`src/rtl/sigchg_pkg.sv`:
```
`timescale 1ns/1ps
package sigchg_pkg;

  typedef struct packed {
    logic fall;
    logic rise;
    logic chg;
  } edge_t;

  // Edge of one bit position between two samples, gated by its keep bit.
  function automatic edge_t bit_edge(input logic old_b, input logic new_b,
                                     input logic keep_b);
    edge_t e;
    e.chg  = (old_b ^ new_b) & keep_b;
    e.rise = e.chg & new_b;
    e.fall = e.chg & old_b;
    return e;
  endfunction

endpackage

```
`src/rtl/sigchg_prev.sv`:
```
`timescale 1ns/1ps
module sigchg_prev #(
  parameter int W = 16
) (
  input  logic         clk,
  input  logic         rst_n,
  input  logic         load_i,
  input  logic [W-1:0] word_i,
  output logic [W-1:0] prev_o,
  output logic         primed_o
);
  always_ff @(posedge clk) begin
    if (!rst_n) begin
      prev_o   <= '0;
      primed_o <= 1'b0;
    end else if (load_i) begin
      prev_o   <= word_i;
      primed_o <= 1'b1;
    end
  end
endmodule

```
`src/rtl/sigchg_calc.sv`:
```
`timescale 1ns/1ps
module sigchg_calc
  import sigchg_pkg::*;
#(
  parameter int W = 16
) (
  input  logic [W-1:0] prev_i,
  input  logic [W-1:0] word_i,
  input  logic [W-1:0] keep_i,
  input  logic         valid_i,
  output logic [W-1:0] chg_o,
  output logic [W-1:0] rise_o,
  output logic [W-1:0] fall_o
);
  for (genvar b = 0; b < W; b++) begin : g_bit
    edge_t e;
    always_comb begin
      e = bit_edge(prev_i[b], word_i[b], keep_i[b]);
      chg_o[b]  = e.chg  & valid_i;
      rise_o[b] = e.rise & valid_i;
      fall_o[b] = e.fall & valid_i;
    end
  end
endmodule

```
`src/rtl/sigchg_pick.sv`:
```
`timescale 1ns/1ps
module sigchg_pick #(
  parameter int W    = 16,
  parameter int SELW = 4
) (
  input  logic [W-1:0]    rise_i,
  input  logic [W-1:0]    fall_i,
  input  logic [SELW-1:0] sel_i,
  output logic            rise_o,
  output logic            fall_o
);
  always_comb begin
    rise_o = 1'b0;
    fall_o = 1'b0;
    for (int b = 0; b < W; b++) begin
      if (sel_i == SELW'(b)) begin
        rise_o = rise_i[b];
        fall_o = fall_i[b];
      end
    end
  end
endmodule

```
`src/rtl/sigchg_out.sv`:
```
`timescale 1ns/1ps
module sigchg_out #(
  parameter int W = 16
) (
  input  logic         clk,
  input  logic         rst_n,
  input  logic         load_i,
  input  logic [W-1:0] chg_i,
  input  logic [W-1:0] rise_i,
  input  logic [W-1:0] fall_i,
  input  logic         srise_i,
  input  logic         sfall_i,
  output logic [W-1:0] chg_o,
  output logic [W-1:0] rise_o,
  output logic [W-1:0] fall_o,
  output logic         srise_o,
  output logic         sfall_o
);
  always_ff @(posedge clk) begin
    if (!rst_n) begin
      chg_o   <= '0;
      rise_o  <= '0;
      fall_o  <= '0;
      srise_o <= 1'b0;
      sfall_o <= 1'b0;
    end else if (load_i) begin
      chg_o   <= chg_i;
      rise_o  <= rise_i;
      fall_o  <= fall_i;
      srise_o <= srise_i;
      sfall_o <= sfall_i;
    end
  end
endmodule

```
`src/rtl/sigchg_det.sv`:
```
`timescale 1ns/1ps
module sigchg_det #(
  parameter int W    = 16,
  parameter int SELW = (W > 1) ? $clog2(W) : 1
) (
  input  logic            clk,
  input  logic            rst_n,
  input  logic            scan_i,
  input  logic [W-1:0]    word_i,
  input  logic [W-1:0]    keep_mask_i,
  input  logic [SELW-1:0] sel_i,
  output logic [W-1:0]    chg_o,
  output logic [W-1:0]    rise_o,
  output logic [W-1:0]    fall_o,
  output logic            sel_rise_o,
  output logic            sel_fall_o
);
  logic [W-1:0] prev_w;
  logic         primed_w;
  logic [W-1:0] chg_n, rise_n, fall_n;
  logic         srise_n, sfall_n;

  sigchg_prev #(.W(W)) u_prev (
    .clk(clk), .rst_n(rst_n), .load_i(scan_i), .word_i(word_i),
    .prev_o(prev_w), .primed_o(primed_w)
  );

  sigchg_calc #(.W(W)) u_calc (
    .prev_i(prev_w), .word_i(word_i), .keep_i(keep_mask_i),
    .valid_i(primed_w),
    .chg_o(chg_n), .rise_o(rise_n), .fall_o(fall_n)
  );

  sigchg_pick #(.W(W), .SELW(SELW)) u_pick (
    .rise_i(rise_n), .fall_i(fall_n), .sel_i(sel_i),
    .rise_o(srise_n), .fall_o(sfall_n)
  );

  sigchg_out #(.W(W)) u_out (
    .clk(clk), .rst_n(rst_n), .load_i(scan_i),
    .chg_i(chg_n), .rise_i(rise_n), .fall_i(fall_n),
    .srise_i(srise_n), .sfall_i(sfall_n),
    .chg_o(chg_o), .rise_o(rise_o), .fall_o(fall_o),
    .srise_o(sel_rise_o), .sfall_o(sel_fall_o)
  );
endmodule

```
`config.mk`:
```
export PLATFORM = sky130hd
export DESIGN_NAME = sigchg_det
export DESIGN_NICKNAME = d
export VERILOG_FILES = /design/src/rtl/sigchg_pkg.sv /design/src/rtl/sigchg_prev.sv /design/src/rtl/sigchg_calc.sv /design/src/rtl/sigchg_pick.sv /design/src/rtl/sigchg_out.sv /design/src/rtl/sigchg_det.sv
export SDC_FILE = /design/constraint.sdc
export NUM_CORES = 1
export LEC_CHECK = 0
export ABC_AREA = 1
export CORE_ASPECT_RATIO = 0.7
export CORE_UTILIZATION = 40
export CTS_BUF_LIST = sky130_fd_sc_hd__clkbuf_4 sky130_fd_sc_hd__clkbuf_8 sky130_fd_sc_hd__clkbuf_16
export CTS_CLUSTER_SIZE = 25
export DETAILED_ROUTE_END_ITERATION = 10
export HOLD_SLACK_MARGIN = 0.02
export PLACE_DENSITY = 0.75
export SYNTH_ARGS = -nofsm -noshare
export SYNTH_HDL_FRONTEND = slang
export SYNTH_SLANG_ARGS = --single-unit
export TNS_END_PERCENT = 30
```
`constraint.sdc`:
```
create_clock -name clk -period 1.58 [get_ports clk]
set_input_delay 0.316 -clock clk [delete_from_list [all_inputs] [get_ports clk]]
set_output_delay 0.316 -clock clk [all_outputs]
set_load 0.05 [all_outputs]
```
==> results.json <==
{
  "pre_cts_slack_ns": -0.509,
  "yosys_warnings": 0,
  "dpl_cell_area_um2": 4220,
  "netlist_area_um2": 2980,
  "synth_top_area_cell": "dfxtp_1",
  "grt.overflow.total": 0,
  "design.core.area_um2": 6980,
  "cts_hold_buf": 0,
  "path_max_fanout": 12,
  "finalPower_mw": 4.13,
  "clock_latency_ns": 0.35,
  "setup.worst_path.end_class": "register",
  "dp.cells": 640,
  "grt_usage_pct": 22.8,
  "routed_wl_um": 8710,
  "cts_buffer_depth": 2,
  "synth_most_common_cell": "nor2_1",
  "gp_congestion": 0.994,
  "cap_violations": 0,
  "cp-start-kind": "register",
  "finalCritPeriodShare_pct": 102,
  "fmax_mhz": 622,
  "async_flop_share_pct": 0,
  "cts-htree-levels": 3,
  "ys_seq_area_share_pct": 45.0,
  "cts.sinks": 67,
  "setup_ws_ns": -0.0277,
  "syn_area_per_cell_um2": 6.92,
  "worstRegToRegCells": 13,
  "cts_buffers": 9,
  "die_w_um": 105,
  "rsz0062_at_grt": "true",
  "grt_pass1_wl_um": 13900,
  "cts_root_buffer": "clkbuf_8",
  "final_max_slew_viol_count": 0,
  "peakVddDrop_v": 0.000404,
  "ys_ff_latch": 67,
  "finClkSkew_ns": 0.00641,
  "power.density_nw_per_um2": 929,
  "tightest_slew_ns": 0.500,
  "finalNonFillerCells": 657,
  "synth-edff-count": 0,
  "area_growth_pct": 49.0,
  "dr.pass1.iters": 6,
  "drt_iter0_drc": 157,
  "fin_area_um2": 4450,
  "vias": 3340,
  "num_rows": 25,
  "arrival_ns": 1.82,
  "finalCriticalPeriod_ns": 1.61,
  "synth_fp_nets": 470,
  "whs_ns": 0.471,
  "routed_via_density": 5.08,
  "critPathKind": "reg2reg",
  "antenna_found_initial": 0,
  "place.port_buffers": 88,
  "cts_tree": "yes",
  "dpl.hpwl_um": 6290,
  "antenna_cells": 0,
  "start_util_pct": 42.8,
  "nNetsFinal": 597,
  "synth_common_cells": "nor2_1 (84), nand2_1 (72), dfxtp_1 (67), a21oi_1 (42), o21ai_0 (38)",
  "setup_violations": 2,
  "ios": 89,
  "die-height_um": 74.3,
  "hold_path.class": "in2reg",
  "wl_per_cell_um": 13.2,
  "yosysTopAreaCellShare_pct": 45.0,
  "whs_path_depth": 3,
  "required_ns": 1.79,
  "utilization_pct": 63.7,
  "cts.clk_slew.worst_paths_ns": 0.07,
  "grt_start_max_net_pins": 60,
  "status": "complete, but fails checks",
  "slew_headroom_pct": 66.6,
  "final-hold-violation-count": 0,
  "nFillCells": 589,
  "dieArea_um2": 7810,
  "grt_pass1_vias": 3074,
  "synth_ff_type": "dfxtp_1",
  "violations": "setup timing",
  "synth.distinct_cells": 25,
  "synthCells": 431,
  "drc": 0,
  "drive_above_1_share_pct": 24.3,
  "antenna_left": 0,
  "tns_ns": -0.0406,
  "leakage_nw": 1.97,
  "synthTopCellsByArea": "dfxtp_1 (45%), nor2_1 (11%), nand2_1 (9.1%)"
}
==> layer usage <==
layer	up-vias	routed length (um)	global-route usage [%]
met1	1535	3980	28.8
met5	-	0	0
met2	117	4020	37.9
met4	0	74	7.98
li1	1679	-	-
met3	9	624	6.75
==> cells by family (layout without fill, tap and decap cells) <==
logic type	after synthesis	after routing	synth area share (%)
AO/OA/AOI/OAI	88	88	15.2
buffers and inverters	54	186	7.09
XOR/XNOR	2	2	0.587
AND/OR/NAND/NOR	220	220	32.1
flip-flops	67	67	45.0
==> cell type report <==
cell class / count / area [um^2] / share of cell area (%)
clock inverters: 2 / 35.0 / 0.788
multi-input cells: 310 / 1450 / 32.6
repair buffers: 136 / 1200 / 27.1
inverters: 34 / 128 / 2.87
clock buffers: 14 / 168 / 3.77
well taps: 94 / 118 / 2.65
flip-flops and latches: 67 / 1340 / 30.2
==> critical path, stage by stage, from the launching register on <==
cell and delay, ns:
dfxtp_2 0.34, buf_12 0.14, nand4_1 0.08, nor2_1 0.06
nor2_1 0.10, nand4_1 0.12, nor2_1 0.12, nand4_1 0.10
nand2_1 0.08, nand3_1 0.06, nor2_1 0.09, nand3_1 0.07
nand2_1 0.06, a21oi_1 0.05
==> registers in the layout, indices dropped and copies added, names as in the netlist <==
name             count
u_prev.prev_o       16
u_out.rise_o        16
u_out.srise_o        1
u_prev.primed_o      1
u_out.fall_o        16
u_out.chg_o         16
u_out.sfall_o        1
==> power by group <==
group / switching, mW / total [mW] / internal (mW)
logic: 0.497 / 0.817 / 0.321
clock network: 0.639 / 1.48 / 0.842
registers: 0.0559 / 1.83 / 1.78
==> cell usage in the layout, fill, tap and decap left out, types with 4 or more instances in the layout <==
| cell type | n |
|---|---|
| dfxtp_1 | 66 |
| a31oi_1 | 4 |
| inv_1 | 31 |
| buf_4 | 89 |
| buf_12 | 8 |
| nor2_1 | 83 |
| dlygate4sd2_1 | 8 |
| nand2_1 | 71 |
| or2_2 | 4 |
| nor3_1 | 19 |
| clkbuf_8 | 10 |
| a21oi_1 | 42 |
| nand2_2 | 5 |
| nand4_1 | 15 |
| nor3_2 | 7 |
| clkbuf_4 | 4 |
| clkdlybuf4s50_1 | 29 |
| o21ai_0 | 38 |
| nand3_1 | 12 |
==> path summary, 6_finish.rpt <==
kind | start | slack [ns] | endpoint
worst max-delay path | u_prev.primed_o$_SDFFE_PN0P_ | -0.03 | u_out.srise_o$_SDFFE_PN0P_
worst min-delay path | scan_i | 0.47 | u_out.rise_o[15]$_SDFFE_PN0P_
worst max register to register | u_prev.primed_o$_SDFFE_PN0P_ | -0.03 | u_out.srise_o$_SDFFE_PN0P_
worst min register to register | u_out.fall_o[0]$_SDFFE_PN0P_ | 0.48 | u_out.fall_o[0]$_SDFFE_PN0P_
==> what timing repair did <==
item / in CTS / in global routing
gates resized for setup: 14 / 1
pin swaps: 3 / 2
setup endpoints to repair: 2 / 2
setup buffers: 0 / 1
No activity file was read; power rests on OpenSTA's default activity.
